File: src/rtl/dacc_pkg.sv
package dacc_pkg;

    typedef enum logic [1:0] {
        SH_NONE  = 2'd0,
        SH_LEFT  = 2'd1,
        SH_RIGHT = 2'd2
    } shift_e;

    typedef struct packed {
        logic   sel_b;
        logic   clr;
        logic   sub;
        logic   inc;
        shift_e shift;
    } op_t;

endpackage

File: src/rtl/dacc_serial_add.sv
// Bit-serial adder: one carry flip-flop, carry seeded on the first bit.
module dacc_serial_add (
    input  logic clk,
    input  logic rst_n,
    input  logic en_i,
    input  logic first_i,
    input  logic cin_i,
    input  logic a_i,
    input  logic b_i,
    output logic sum_o
);
    logic carry_q, carry_d;
    logic c_in;

    always_comb begin
        c_in    = first_i ? cin_i : carry_q;
        sum_o   = a_i ^ b_i ^ c_in;
        carry_d = carry_q;
        if (en_i) begin
            carry_d = (a_i & b_i) | (a_i & c_in) | (b_i & c_in);
        end
    end

    always_ff @(posedge clk or negedge rst_n) begin
        if (!rst_n) carry_q <= 1'b0;
        else        carry_q <= carry_d;
    end
endmodule

File: src/rtl/dacc_lane.sv
// One recirculating accumulator. The loop taps one place earlier (right
// shift) or through one extra flop (left shift) to change its length.
module dacc_lane
    import dacc_pkg::*;
#(
    parameter int unsigned WIDTH = 33
) (
    input  logic             clk,
    input  logic             rst_n,
    input  logic             en_i,
    input  logic             first_i,
    input  logic             last_i,
    input  shift_e           shift_i,
    input  logic             clr_i,
    input  logic             add_i,
    input  logic             sub_i,
    input  logic             pre_i,
    input  logic             lin_i,
    input  logic             rin_i,
    output logic             out_o,
    output logic [WIDTH-1:0] val_o
);
    typedef struct packed {
        logic [WIDTH-1:0] acc;
        logic             dly;
    } lane_st_t;

    lane_st_t st_q, st_d;
    logic     loop_bit;
    logic     add_a, add_b, add_cin, add_sum;

    dacc_serial_add i_add (
        .clk     (clk),
        .rst_n   (rst_n),
        .en_i    (en_i),
        .first_i (first_i),
        .cin_i   (add_cin),
        .a_i     (add_a),
        .b_i     (add_b),
        .sum_o   (add_sum)
    );

    always_comb begin
        unique case (shift_i)
            SH_LEFT:  loop_bit = first_i ? lin_i : st_q.dly;
            SH_RIGHT: loop_bit = last_i  ? rin_i : st_q.acc[1];
            default:  loop_bit = st_q.acc[0];
        endcase
        add_a   = clr_i ? 1'b0 : loop_bit;
        add_b   = add_i ? (pre_i ^ sub_i) : 1'b0;
        add_cin = add_i & sub_i;

        st_d = st_q;
        if (en_i) begin
            st_d.acc = {add_sum, st_q.acc[WIDTH-1:1]};
            st_d.dly = st_q.acc[0];
        end
    end

    always_ff @(posedge clk or negedge rst_n) begin
        if (!rst_n) st_q <= '0;
        else        st_q <= st_d;
    end

    assign out_o = st_q.acc[0];
    assign val_o = st_q.acc;
endmodule

File: src/rtl/dacc_unit.sv
module dacc_unit
    import dacc_pkg::*;
#(
    parameter int unsigned WIDTH   = 33,
    parameter int unsigned FADDR_W = 5,
    parameter int unsigned B_ADDR  = 3
) (
    input  logic               clk,
    input  logic               rst_n,
    input  logic               start_i,
    input  logic               op_selb_i,
    input  logic               op_clr_i,
    input  logic               op_sub_i,
    input  logic               op_inc_i,
    input  logic               op_shl_i,
    input  logic               op_shr_i,
    input  logic [FADDR_W-1:0] fast_addr_i,
    input  logic               drum_bit_i,
    input  logic               fast_bit_i,
    output logic               busy_o,
    output logic               store_bit_o,
    output logic [WIDTH-1:0]   acc_a_o,
    output logic [WIDTH-1:0]   acc_b_o
);
    localparam int unsigned CNT_W = (WIDTH > 2) ? $clog2(WIDTH) : 1;
    localparam logic [CNT_W-1:0] LAST_CNT = CNT_W'(WIDTH - 1);

    typedef struct packed {
        logic             busy;
        logic [CNT_W-1:0] cnt;
        op_t              op;
        logic             a_lsb;
        logic             b_msb;
    } seq_st_t;

    seq_st_t st_q, st_d;

    logic             first, last;
    logic             a_out, b_out;
    logic [WIDTH-1:0] a_val, b_val;
    logic             fast_eff, inc_eff, pre_sum;
    logic             lin_a, rin_a, lin_b, rin_b;
    shift_e           sh_dec;

    always_comb begin
        if (op_shl_i && !op_shr_i)      sh_dec = SH_LEFT;
        else if (op_shr_i && !op_shl_i) sh_dec = SH_RIGHT;
        else                            sh_dec = SH_NONE;

        st_d = st_q;
        if (start_i && !st_q.busy) begin
            st_d.busy      = 1'b1;
            st_d.cnt       = '0;
            st_d.op.sel_b  = op_selb_i;
            st_d.op.clr    = op_clr_i;
            st_d.op.sub    = op_sub_i;
            st_d.op.inc    = op_inc_i;
            st_d.op.shift  = sh_dec;
            st_d.a_lsb     = a_val[0];
            st_d.b_msb     = b_val[WIDTH-1];
        end else if (st_q.busy) begin
            st_d.cnt = st_q.cnt + 1'b1;
            if (st_q.cnt == LAST_CNT) begin
                st_d.busy = 1'b0;
            end
        end
    end

    always_ff @(posedge clk or negedge rst_n) begin
        if (!rst_n) st_q <= '0;
        else        st_q <= st_d;
    end

    assign first = st_q.busy && (st_q.cnt == '0);
    assign last  = st_q.busy && (st_q.cnt == LAST_CNT);

    // fast register 3 is accumulator B itself
    assign fast_eff = (fast_addr_i == FADDR_W'(B_ADDR)) ? b_out : fast_bit_i;
    assign inc_eff  = st_q.op.inc & st_q.op.sel_b;

    dacc_serial_add i_pre (
        .clk     (clk),
        .rst_n   (rst_n),
        .en_i    (st_q.busy),
        .first_i (first),
        .cin_i   (inc_eff),
        .a_i     (drum_bit_i),
        .b_i     (fast_eff),
        .sum_o   (pre_sum)
    );

    // coupling across the two halves
    assign lin_a = st_q.op.clr ? 1'b0 : st_q.b_msb;
    assign rin_a = a_out;
    assign lin_b = 1'b0;
    assign rin_b = st_q.a_lsb;

    dacc_lane #(.WIDTH(WIDTH)) i_lane_a (
        .clk     (clk),
        .rst_n   (rst_n),
        .en_i    (st_q.busy),
        .first_i (first),
        .last_i  (last),
        .shift_i (st_q.op.shift),
        .clr_i   (st_q.op.clr & ~st_q.op.sel_b),
        .add_i   (~st_q.op.sel_b),
        .sub_i   (st_q.op.sub),
        .pre_i   (pre_sum),
        .lin_i   (lin_a),
        .rin_i   (rin_a),
        .out_o   (a_out),
        .val_o   (a_val)
    );

    dacc_lane #(.WIDTH(WIDTH)) i_lane_b (
        .clk     (clk),
        .rst_n   (rst_n),
        .en_i    (st_q.busy),
        .first_i (first),
        .last_i  (last),
        .shift_i (st_q.op.shift),
        .clr_i   (st_q.op.clr & st_q.op.sel_b),
        .add_i   (st_q.op.sel_b),
        .sub_i   (st_q.op.sub),
        .pre_i   (pre_sum),
        .lin_i   (lin_b),
        .rin_i   (rin_b),
        .out_o   (b_out),
        .val_o   (b_val)
    );

    assign busy_o      = st_q.busy;
    assign store_bit_o = st_q.busy & (st_q.op.sel_b ? b_out : a_out);
    assign acc_a_o     = a_val;
    assign acc_b_o     = b_val;
endmodule

File: config.mk
export PLATFORM = sky130hd
export DESIGN_NAME = dacc_unit
export DESIGN_NICKNAME = d
export VERILOG_FILES = /design/src/rtl/dacc_pkg.sv /design/src/rtl/dacc_serial_add.sv /design/src/rtl/dacc_lane.sv /design/src/rtl/dacc_unit.sv
export SDC_FILE = /design/constraint.sdc
export NUM_CORES = 1
export LEC_CHECK = 0
export ABC_AREA = 1
export ABC_CLOCK_PERIOD_IN_PS = 5210
export BUFFER_PORTS_ARGS = -buffer_cell sky130_fd_sc_hd__buf_4
export CAP_MARGIN = 20
export CORE_ASPECT_RATIO = 1.1
export CORE_MARGIN = 2
export CORE_UTILIZATION = 59
export CTS_CLUSTER_DIAMETER = 150
export CTS_CLUSTER_SIZE = 8
export DETAILED_ROUTE_END_ITERATION = 10
export PLACE_DENSITY = 0.93
export SYNTH_ARGS = -nofsm -noshare
export SYNTH_HDL_FRONTEND = slang
export SYNTH_SLANG_ARGS = --single-unit
File: constraint.sdc
create_clock -name clk -period 5.21 [get_ports clk]
set_input_delay 0.521 -clock clk [delete_from_list [all_inputs] [get_ports clk]]
set_output_delay 0.521 -clock clk [all_outputs]
set_load 0.02 [all_outputs]
Word-level counts from Yosys, hierarchy flattened
Index checks and enable logic that the tools add are counted.
- word-level logic and storage cells: 81
- input port bits: 16
- register bits after elaboration: 86
- output and inout bits: 68
- eq/ne operators: 4
- reduce and logical (&&, ||, !) cells: 10
- multiplexer cells: 21
- add/subtract/negate cells: 1
- bitwise logic cells: 29
- operator list (kind ; number):
    $and A1 B1 Y1 ; 15
    $mux W1 ; 15
    $mux W7 ; 2
    $xor A1 B1 Y1 ; 7
    $add A6 B1 Y6 const B ; 1
    $eq A6 B6 Y1 const B ; 1
    $logic_not A6 Y1 ; 1
    $or A1 B1 Y1 ; 6
    $eq A5 B2 Y1 const B ; 1
    $logic_and A1 B1 Y1 ; 5
    $mux W2 ; 2
    $pmux W1 S2 ; 2
    $logic_not A1 Y1 ; 3
    $eq A2 B1 Y1 const B ; 1
    $eq A2 B2 Y1 const B ; 1
    $reduce_bool A2 Y1 ; 1
    $not A1 Y1 ; 1

Longest topological paths before layout
Gate-level depths: netlist of run 1.
- depth after elaboration: 9
- mapped depth: 14
- gate-level depth less buffers: 14

Hierarchy
From an unflattened synthesis of run 1, not the netlist that was laid out.
- cells, all modules: 502
- area, all modules: 4280.4 µm²
- by module, submodules not included (module ; cells each ; sequential area each (µm²) ; times used ; area each (µm²)):
    dacc_lane ; 182 ; 850.8 ; 2 ; 1640.3
    dacc_unit ; 108 ; 375.4 ; 1 ; 774.5
    dacc_serial_add ; 10 ; 25.0 ; 3 ; 75.1

Worst setup path before layout of run 1
No wires, ideal clock.
- path kind: register to register
- from: reg st_q[8] (netlist bit)
- to: reg i_lane_a.st_q, in the netlist i_lane_a.val_o[32]
- library setup time: 0.135 ns
- period minus slack after synthesis: 2.482 ns
- cell stages (with the launch flop): 15
- buffers on the path: 0
- setup slack: 2.728 ns
- data arrival time: 2.346 ns
- data required time: 5.075 ns
- path through: dfrtp_1 > inv_1 > ha_1 > nand2_1 > nor2_1 > nand2_1 > inv_2 > nand2_1 > o21ai_0 > fa_1 > xor2_1 > nor2_1 > fa_1 > nand2_1 > o21ai_0
- cells in the longest elaborated chain, start to end: 8
- elaborated cells on any way between the ends: 15
- those cells by class: eq/ne: 1; mux: 7; bitwise: 4; reduce/logical: 3
- ends and longest elaborated chain (element ; line ; RTL):
    start, declared ; dacc_unit.sv:36 ; seq_st_t st_q, st_d;
    start signal, assigned ; dacc_unit.sv:71 ; else st_q <= st_d;
    $logic_not A6 Y1 ; dacc_unit.sv:74 ; assign first = st_q.busy && (st_q.cnt == '0);
    $logic_and A1 B1 Y1 ; dacc_unit.sv:74 ;
    $mux W1 ; dacc_serial_add.sv:16 ; c_in = first_i ? cin_i : carry_q;
    $xor A1 B1 Y1 ; dacc_serial_add.sv:17 ; sum_o = a_i ^ b_i ^ c_in;
    $xor A1 B1 Y1 ; dacc_lane.sv:50 ; add_b = add_i ? (pre_i ^ sub_i) : 1'b0;
    $mux W1 ; dacc_lane.sv:50 ;
    $xor A1 B1 Y1 ; dacc_serial_add.sv:17 ;
    $xor A1 B1 Y1 (*) ; dacc_serial_add.sv:17 ;
    named net i_lane_a.add_sum ; dacc_lane.sv:30 ; logic add_a, add_b, add_cin, add_sum;
    end signal, assigned ; dacc_lane.sv:62 ; else st_q <= st_d;
    end, declared ; dacc_lane.sv:28 ; lane_st_t st_q, st_d;
The timed path passes the listed nets; every way through them passes the cells marked *.
A chain may end at the register's enable or synchronous reset.

Final worst setup path of run 1
Ends and elaborated chain as after synthesis.

==> impl_metrics.py, run 1 <==
metrics = {
    "global_route": {
        "grt_overflow": 0,
        "grt_pass1_wl_mm": 13.4,
        "track_usage": 0.217,
        "grt_pass1_vias": 3017,
        "grt_max_degree": 87,
        "antenna_found_initial": 0,
    },
    "sta": {
        "rsz0062_at_grt": "no",
        "setup_viol": 0,
        "finalWorstPathRequiredPeriod_ps": 2870,
        "timing.hold.ws_ps": 47.3,
        "tightest_slew_ps": 812,
        "slew-limit-headroom": 0.459,
        "period_share": 0.550,
        "skew_ps": 7.42,
        "slew_viol_final": 0,
        "totalNegativeSetupSlack_ps": 0,
        "hold_viol": 0,
        "fmax_mhz": 349,
        "postLayoutSetupSlackWorst_ps": 2340,
    },
    "logic_synthesis": {
        "synthCells": 484,
        "postSynth.asyncResetShare": 1.00,
        "syn_nets": 507,
        "syn_area_sq_um": 4100,
        "ys_types": 23,
        "seq_area_frac_synth": 0.525,
        "avgSynthCellArea_sq_um": 8.46,
        "yosysWarnings": 0,
        "synth_edf_count": 0,
        "synth-seq-cells": 86,
        "synthFlopType": "dfrtp_1",
    },
    "routing": {
        "via_per_inst": 4.97,
        "drt-initial-drc-count": 174,
        "routed_wl_mm": 7.73,
        "drt_pass1_iterations": 4,
        "route.detailed.drc": 0,
        "ant_nets": 0,
        "met3_wirelength_microns": 432,
        "vias": 2903,
        "m1WireLength_mm": 3.38,
        "maxUsedRoutingLayer": "met4",
        "wl_per_cell_microns": 13.2,
        "met2_length_mm": 3.79,
    },
    "clock_tree": {
        "clk_latency_ps": 350,
        "h-tree-depth": 3,
        "clk_pin_slew_ps": 80,
        "cts_tree": "built",
        "cts-root-buf": "clkbuf_8",
        "cts_resized": 0,
        "cts_num_sinks": 86,
        "cts_made_buffers": 9,
        "cts_hold_buf": 0,
        "clockBufferDepth": 2,
        "postCtsSetupRepairBufs": 0,
    },
    "critical_path": {
        "critPathTopFamily": "adder cells",
        "cp.arrival_ps": 3060,
        "start_kind": "register",
        "cpMaxStageDelayCell": "fa_1",
        "cp_num_buf_inv": 2,
        "crit_top_cell": "nand2_1",
        "critPathMaxStageDelay_ps": 460,
        "worst-path-max-fanout": 7,
        "worstSetupPathType": "register to register",
        "timing.rr.start": "st_q[8]",
        "crit_chain": "inv_1, ha_1, nand2_1, nor2_1, nand2_1, inv_2, nand2_1, o21ai_0, fa_1, xor2_1, nor2_1, fa_1, nand2_1, o21ai_0",
        "crit_path_start": "st_q[8]",
        "crit_path_end_kind": "register",
        "cp.required_ps": 5410,
    },
    "layout": {
        "antenna_cells": 0,
        "fill_cells": 550,
        "multiInputGateArea_sq_um": 1270,
        "drive_gt1_frac": 0.213,
        "fin_util": 0.670,
        "nets": 521,
        "register_area_sq_um": 2150,
        "area_delta_synth_final_pct": 9.10,
    },
    "power": {
        "combPwrFrac": 0.450,
        "intPower_w": 0.00173,
        "p_sw_w": 0.00128,
        "ir_worst_vdd_v": 0.000368,
        "powerDensity_nw_per_um2": 673,
        "p_sw_frac": 0.426,
        "pwr-share-seq": 0.411,
        "fin_total_pwr_w": 0.00301,
        "clkPwrFrac": 0.139,
        "leakage_nw": 2.45,
    },
    "floorplanning": {
        "chipWidth_microns": 83.4,
        "rows": 31,
        "design.core.area_sq_um": 6670,
        "ios": 84,
        "dieArea_sq_um": 7630,
        "initial_core_util": 0.614,
        "die_h_microns": 91.4,
    },
    "flow_run": {
        "maxCapViolations": 0,
    },
    "place": {
        "pre_cts_ws_ps": 2400,
        "io_buffers": 83,
        "dpl.hpwl_mm": 5.16,
        "place_congestion": 0.844,
    },
    "worst_hold_path": {
        "hold_class": "input pin to asynchronous set/reset pin",
    },
    "outcome": {
        "run_status": "complete, no violations",
    },
}
## power by group through the flow
stage | Sequential, W | Combinational [W] | Clock, W
floorplan | 0.00117 | 0.00119 | 0
global placement | 0.00123 | 0.00131 | 0
CTS | 0.00124 | 0.00137 | 0.000427
detailed placement | 0.00124 | 0.00137 | 0
global route | 0.00128 | 0.00150 | 0.000453
finish | 0.00124 | 0.00135 | 0.000419
## cell usage in the layout, fill, tap and decap left out, types with 2 or more instances in the layout
cell / instances
ha_1: 4
o22ai_1: 2
inv_2: 2
fa_1: 3
nand2_1: 216
inv_1: 26
nand3_1: 10
buf_4: 85
a21oi_1: 5
clkinv_2: 3
o21ai_0: 28
clkbuf_8: 11
dfrtp_1: 85
nor2_1: 10
## synthesized netlist by cell type (2+ instances only)
| library cell | number | area share |
|---|---|---|
| ha_1 | 4 | 0.012 |
| nand3_1 | 10 | 0.012 |
| buf_2 | 6 | 0.0073 |
| dfrtp_1 | 86 | 0.53 |
| inv_1 | 27 | 0.025 |
| o21ai_0 | 28 | 0.034 |
| clkbuf_1 | 10 | 0.0092 |
| fa_1 | 3 | 0.015 |
| o22ai_1 | 2 | 0.0031 |
| nor2_1 | 10 | 0.0092 |
| buf_4 | 67 | 0.12 |
| nand2_1 | 216 | 0.20 |
| a21oi_1 | 5 | 0.0061 |
## stage by stage
stage	area, sq um	cells
3_5_place_dp	4270	568
2_1_floorplan	4100	484
6_report	4470	584
3_3_place_gp	4270	568
5_1_grt	4470	584
4_1_cts	4440	583
## area by class of cell
| type | count | share of cell area |
|---|---|---|
| Sequential cell | 86 | 0.482 |
| Multi-Input combinational cell | 287 | 0.284 |
| Clock buffer | 11 | 0.0339 |
| Timing Repair Buffer | 86 | 0.149 |
| Clock inverter | 4 | 0.00504 |
| Inverter | 28 | 0.0235 |
| Tap cell | 82 | 0.0230 |
## kinds of logic (layout without fill, tap and decap cells)
logic type,after synthesis,after routing,share of synthesized area
DFF,86,86,0.525
and+or+nand+nor,241,241,0.232
buffers and inverters,111,129,0.165
AOI/OAI and AO/OA,38,38,0.0486
xor gates and xnor gates,1,1,0.00214
adders and majority gates,7,7,0.0269
## routing by layer
layer,global-route usage,vias to the layer above
met5,0,-
met4,0.0901,0
met3,0.0518,12
met2,0.364,68
met1,0.271,1383
li1,-,1440
## worst register-to-register path, cell delays in order, from the launching register on
cell	delay, ps
dfrtp_1	430
inv_1	100
ha_1	200
nand2_1	70
nor2_1	130
nand2_1	120
inv_2	120
nand2_1	70
o21ai_0	90
fa_1	460
xor2_1	250
nor2_1	90
fa_1	460
nand2_1	70
o21ai_0	80
## flip-flops by register name, summed over array words and instances, names as in the netlist
signal	cells
i_lane_b.val_o	33
i_lane_a.i_add.carry_q	1
busy_o	1
rin_b	1
i_pre.carry_q	1
i_lane_a.st_q	1
st_q	13
i_lane_b.i_add.carry_q	1
i_lane_a.val_o	33
i_lane_b.st_q	1
## worst paths after layout
check / end / slack [ps] / cells after the start
max: i_lane_a.val_o[32] / 2340 / 14
max in group asynchronous: busy_o / 4550 / 2
min reg2reg: st_q[4] / 490 / 2
max reg2reg: i_lane_a.val_o[32] / 2340 / 14
min: i_lane_a.val_o[27] / 50 / 1
min in group clk: st_q[4] / 370 / 3
Note: power is estimated with default switching activity, not from simulation.
==> run 2, diff against run 1 <==
ABC_CLOCK_PERIOD_IN_PS = 2300   (was 5210)
CORE_UTILIZATION = 49   (was 59)
PLACE_DENSITY = 0.83   (was 0.93)
clock period = 2.3 ns   (was 5.21 ns; I/O delays follow)
==> run 2 against run 1 <==
  * The flow now finishes with violations (negative setup slack)
  * Global-route usage down 3.4 points
  * Sequential cell count is the same
  * Critical path depth stayed put
  * Clock skew grew 1.1 ps
  * Final area rose by 5.7%
  * Register-to-register slack lost 2700 ps
  * Clock power increased by 120%
  * Total power is 140% higher
  * Routed wire length grew 5.9%
  * Critical endpoint is now i_lane_b.val_o[32]
==> impl_metrics.py, run 2 (synthesis gave the netlist of run 1 again) <==
metrics = {
    "power": {
        "powerDensity_nw_per_um2": 1500,
        "leakage_nw": 2.57,
        "fin_total_pwr_w": 0.00710,
        "ir_worst_vdd_v": 0.000734,
    },
    "outcome": {
        "violations": "negative setup slack",
        "run_status": "finished with violations",
    },
    "clock_tree": {
        "clk_latency_ps": 340,
        "cts_tree": "built",
        "cts-root-buf": "clkbuf_8",
        "cts_num_sinks": 86,
        "clk_pin_slew_ps": 90,
        "cts_made_buffers": 9,
        "clockBufferDepth": 2,
        "h-tree-depth": 3,
    },
    "global_route": {
        "grt_overflow": 0,
        "grt_pass1_wl_mm": 13.6,
        "grt_max_degree": 84,
        "track_usage": 0.184,
        "grt_pass1_vias": 2963,
        "antenna_found_initial": 0,
    },
    "sta": {
        "period_share": 1.14,
        "fmax_mhz": 383,
        "slew_viol_final": 0,
        "slew-limit-headroom": 0.507,
        "finalWorstPathRequiredPeriod_ps": 2610,
        "hold_viol": 0,
        "skew_ps": 8.48,
        "setup_viol": 4,
        "postLayoutSetupSlackWorst_ps": -314,
        "tightest_slew_ps": 740,
        "rsz0062_at_grt": "yes",
    },
    "routing": {
        "ant_nets": 0,
        "routed_wl_mm": 8.19,
        "via_per_inst": 4.76,
        "vias": 3036,
        "drt_pass1_iterations": 5,
        "route.detailed.drc": 0,
        "drt-initial-drc-count": 196,
        "wl_per_cell_microns": 12.8,
    },
    "place": {
        "io_buffers": 83,
        "place_congestion": 0.848,
        "placedInstanceArea_sq_um": 4410,
        "dpl.hpwl_mm": 5.39,
    },
    "critical_path": {
        "worstSetupPathType": "register to register",
        "cp.required_ps": 2510,
        "rrSetupSlack_ps": -310,
        "worst-path-max-fanout": 3,
        "start_kind": "register",
        "crit_path_end_kind": "register",
        "cp.arrival_ps": 2820,
    },
    "layout": {
        "layout_common_cells": "nand2_1 (213), buf_4 (111), dfrtp_1 (85), inv_1 (25), o21ai_0 (25)",
        "area_delta_synth_final_pct": 15.4,
        "antenna_cells": 0,
        "layout_commonest_cell": "nand2_1",
        "final_area_sq_um": 4730,
        "drive_gt1_frac": 0.274,
        "nets": 548,
    },
    "floorplanning": {
        "design.core.area_sq_um": 8000,
        "initial_core_util": 0.512,
        "dieArea_sq_um": 9110,
        "rows": 34,
        "ios": 84,
        "chipWidth_microns": 91.2,
        "die_h_microns": 99.9,
    },
    "worst_hold_path": {
        "hold_class": "input pin to register",
    },
    "flow_run": {
        "maxCapViolations": 0,
    },
}
[run 2: per-layer routing]
layer | wire (microns) | part of all wire | vias up | global-route usage
met5 | 0 | 0 | - | 0
met4 | 182 | 0.022 | 0 | 0.0746
met3 | 387 | 0.047 | 19 | 0.0315
met2 | 3990 | 0.49 | 94 | 0.307
met1 | 3630 | 0.44 | 1422 | 0.240
li1 | - | - | 1501 | -
[run 2: area by class of cell]
type,count,area (sq um)
clock buffer,9,124
fill,726,3270
clock inverter,7,48.8
multi-input combinational,287,1310
tap,108,135
inverter,28,105
sequential,86,2150
timing repair buffer,113,855
[run 2: report_power, final]
part	leakage (nW)	switching [W]	total, W	internal (W)
Clock	0.0894	0.000540	0.000934	0.000394
Combinational	1.41	0.00195	0.00340	0.00145
Sequential	1.07	0.000546	0.00276	0.00222
[run 2: per-stage QoR]
stage / setup TNS (ps) / hold slack (ps) / utilization / setup WS, ps / instances
5_1_grt: -1480 / 60.9 / 0.591 / -437 / 638
4_1_cts: -1030 / 61.5 / 0.585 / -294 / 635
3_5_place_dp: -1190 / 342 / 0.551 / -352 / 608
2_1_floorplan: -541 / -65.6 / - / -175 / 484
3_3_place_gp: -805 / 342 / 0.551 / -244 / 608
6_report: -993 / 74.2 / 0.591 / -314 / 638
[run 2: path summary, 6_finish.rpt]
path | start | to | cells after the start
max | st_q[9] | i_lane_b.val_o[32] | 14
min | op_shr_i | st_q[2] | 2
max reg2reg | st_q[9] | i_lane_b.val_o[32] | 14
min reg2reg | i_lane_a.val_o[10] | i_lane_a.val_o[10] | 2
max in group asynchronous | rst_n | st_q[8] | 3
min in group asynchronous | rst_n | i_lane_a.val_o[8] | 2
[run 2: what timing repair did]
action | 4_1_cts | 5_1_grt
resized for setup | 7 | 8
pin swaps | 6 | 6
setup buffers | 10 | 3
setup endpoints to repair | 5 | 4
hold buffers | 1 | 0
endpoints found under the hold margin | 58 | 0
[run 2: critical path: stages, from the launching register on]
cell,delay (ps)
dfrtp_1,390
inv_1,70
ha_2,180
nand2_2,70
nor2_4,100
nand2_2,70
inv_2,90
nand2_2,50
o21ai_2,60
fa_1,470
xor2_2,180
nor2_2,160
fa_2,450
nand2_1,70
o21ai_1,70
==> run 3, diff against run 2 <==
ABC_AREA = not set   (was 1)
==> run 3 against run 2 <==
  * The flow still finishes with violations (negative setup slack)
  * Final area fell by 0.40%
  * First-iteration DRC count fell by 67%
  * Critical path depth fell by 4
  * Non-clock buffer count fell by 12
  * Clock-buffer cell count rose by 1
  * Area after synthesis rose by 0.27%
  * Critical path type unchanged
  * Largest cell class unchanged
==> impl_metrics.py, run 3 <==
metrics = {
    "routing": {
        "route.detailed.drc": 0,
        "vias": 2309,
        "via_per_inst": 4.94,
        "wl_per_cell_microns": 15.1,
        "drt_pass1_iterations": 4,
        "ant_nets": 0,
        "drt-initial-drc-count": 64,
        "routed_wl_mm": 7.04,
    },
    "layout": {
        "layout_commonest_cell": "buf_4",
        "final_area_sq_um": 4710,
        "area_delta_synth_final_pct": 14.6,
        "nets": 374,
        "final_cell_count_no_fill": 467,
        "antenna_cells": 0,
        "layout_common_cells": "buf_4 (98), dfrtp_1 (85), mux2_2 (77), nand2_1 (11), clkbuf_8 (10)",
        "fill_cells": 669,
        "drive_gt1_frac": 0.579,
        "fin_util": 0.569,
    },
    "sta": {
        "tightest_slew_ps": 823,
        "fmax_mhz": 334,
        "totalNegativeSetupSlack_ps": -2550,
        "hold_viol": 0,
        "finalWorstPathRequiredPeriod_ps": 2990,
        "skew_ps": 10.6,
        "period_share": 1.30,
        "setup_viol": 4,
        "slew_viol_final": 0,
        "postLayoutSetupSlackWorst_ps": -692,
        "slew-limit-headroom": 0.451,
        "rsz0062_at_grt": "yes",
    },
    "floorplanning": {
        "initial_core_util": 0.496,
        "rows": 35,
        "die_h_microns": 100,
        "design.core.area_sq_um": 8280,
        "ios": 84,
        "dieArea_sq_um": 9130,
        "chipWidth_microns": 91.3,
    },
    "outcome": {
        "run_status": "finished with violations",
        "violations": "negative setup slack",
    },
    "logic_synthesis": {
        "ys_types": 35,
        "syn_area_sq_um": 4110,
        "synth_top_cell_area_share": 0.524,
        "synthCells": 317,
        "syn_nets": 340,
        "synth_common_cells": "dfrtp_1 (86), mux2_2 (77), buf_4 (66)",
        "yosysMostFrequentCell": "dfrtp_1",
        "postSynth.asyncResetShare": 1.00,
        "synth-seq-cells": 86,
        "synthFlopType": "dfrtp_1",
        "avgSynthCellArea_sq_um": 13.0,
        "synth_top_cell_by_area": "dfrtp_1",
        "synthTopCellsByArea": "dfrtp_1 (52%), mux2_2 (21%), buf_4 (12%), fa_1 (1.5%), buf_2 (1.2%)",
        "yosysWarnings": 0,
        "synth_edf_count": 0,
        "seq_area_frac_synth": 0.524,
    },
    "critical_path": {
        "crit_path_start": "st_q[8]",
        "cpMaxStageDelayCell": "fa_2",
        "critPathMaxStageDelay_ps": 500,
        "timing.rr.start": "st_q[8]",
        "worst-path-max-fanout": 3,
        "worstSetupPathType": "register to register",
        "start_kind": "register",
        "crit_chain": "inv_1, ha_2, nand4bb_1, or3_4, a21oi_2, fa_2, xor2_2, nor2_2, fa_1, mux2_2",
        "cp.arrival_ps": 3230,
        "crit_path_end_kind": "register",
        "cp.required_ps": 2540,
    },
    "power": {
        "intPower_w": 0.00458,
        "powerDensity_nw_per_um2": 1570,
        "clkPwrFrac": 0.148,
        "p_sw_w": 0.00283,
        "pwr-share-seq": 0.374,
        "fin_total_pwr_w": 0.00741,
        "combPwrFrac": 0.477,
        "ir_worst_vdd_v": 0.000768,
        "leakage_nw": 2.24,
        "p_sw_frac": 0.382,
    },
    "global_route": {
        "grt_max_degree": 84,
        "antenna_found_initial": 0,
        "grt_overflow": 0,
        "grt_pass1_vias": 2336,
        "grt_pass1_wl_mm": 11.5,
        "track_usage": 0.160,
    },
    "place": {
        "place_congestion": 0.818,
        "io_buffers": 83,
        "place_inst": 449,
        "dpl.hpwl_mm": 4.79,
        "placedInstanceArea_sq_um": 4460,
    },
    "clock_tree": {
        "clockBufferDepth": 2,
        "cts_num_sinks": 86,
        "cts-root-buf": "clkbuf_8",
        "clk_pin_slew_ps": 90,
        "cts_made_buffers": 9,
        "cts_tree": "built",
        "h-tree-depth": 3,
        "clk_latency_ps": 350,
    },
    "flow_run": {
        "maxCapViolations": 0,
    },
    "worst_hold_path": {
        "hold_class": "input pin to register",
        "hp-start": "op_sub_i",
    },
}
==> run 3: logic make-up (layout without fill, tap and decap cells) <==
| logic type | after synthesis | count (layout) | share of synthesized area |
|---|---|---|---|
| DFF | 86 | 86 | 0.524 |
| and+or+nand+nor | 35 | 35 | 0.0457 |
| muxes | 80 | 80 | 0.218 |
| adders and majority gates | 7 | 7 | 0.0268 |
| xor gates and xnor gates | 1 | 1 | 0.00213 |
| buffers and inverters | 85 | 124 | 0.143 |
| AOI/OAI and AO/OA | 23 | 23 | 0.0402 |
==> run 3: area by class of cell <==
type / count / area (sq um) / share of cell area
Sequential cell: 86 / 2160 / 0.458
Clock inverter: 6 / 68.8 / 0.0146
Inverter: 7 / 26.3 / 0.00558
Tap cell: 111 / 139 / 0.0295
Multi-Input combinational cell: 146 / 1400 / 0.298
Timing Repair Buffer: 101 / 777 / 0.165
Clock buffer: 10 / 138 / 0.0292
==> run 3: per-layer routing <==
layer | part of all wire | track usage | wire length, microns | vias up
met5 | 0 | 0 | 0 | -
met4 | 0.021 | 0.0746 | 146 | 0
met3 | 0.051 | 0.0368 | 356 | 12
met2 | 0.49 | 0.259 | 3430 | 58
met1 | 0.44 | 0.206 | 3110 | 1153
li1 | - | - | - | 1086
==> run 3: power groups by stage <==
stage	clock network, W	logic [W]	registers [W]
finish	0.00110	0.00354	0.00277
global route	0.00120	0.00379	0.00289
CTS	0.00113	0.00354	0.00278
detailed placement	0	0.00352	0.00281
global placement	0	0.00340	0.00276
floorplan	0	0.00295	0.00265
==> run 3: final timing paths <==
| kind | end | slack [ps] | depth (start not counted) |
|---|---|---|---|
| max | i_lane_a.val_o[32] | -690 | 10 |
| min | st_q[5] | 110 | 2 |
| max reg2reg | i_lane_a.val_o[32] | -690 | 10 |
| min reg2reg | st_q[4] | 510 | 1 |
| max in group asynchronous | i_lane_a.val_o[12] | 1080 | 3 |
| min in group asynchronous | st_q[3] | 520 | 2 |
==> run 3: critical path: cells and delay by family (launching register included) <==
family | cells | cell delay [ps]
adder cells (fa/ha/maj) | 3 | 1100
AND/OR/NAND/NOR | 3 | 650
flip-flops | 1 | 400
multiplexers | 1 | 270
XOR/XNOR | 1 | 210
AO/OA/AOI/OAI | 1 | 190
buffers and inverters | 1 | 70
==> run 3: what timing repair did <==
action                                  4_1_cts  5_1_grt
endpoints found under the setup margin        4        5
resized for setup                             1        6
hold buffers                                  1        0
endpoints found under the hold margin         4        0
setup buffers                                 0        1
==> run 3: through the flow <==
stage	hold slack (ps)	setup WS, ps
finish	106	-692
detailed placement	385	-745
floorplan	-65.6	-567
global placement	380	-536
global route	90.3	-768
CTS	95.7	-722
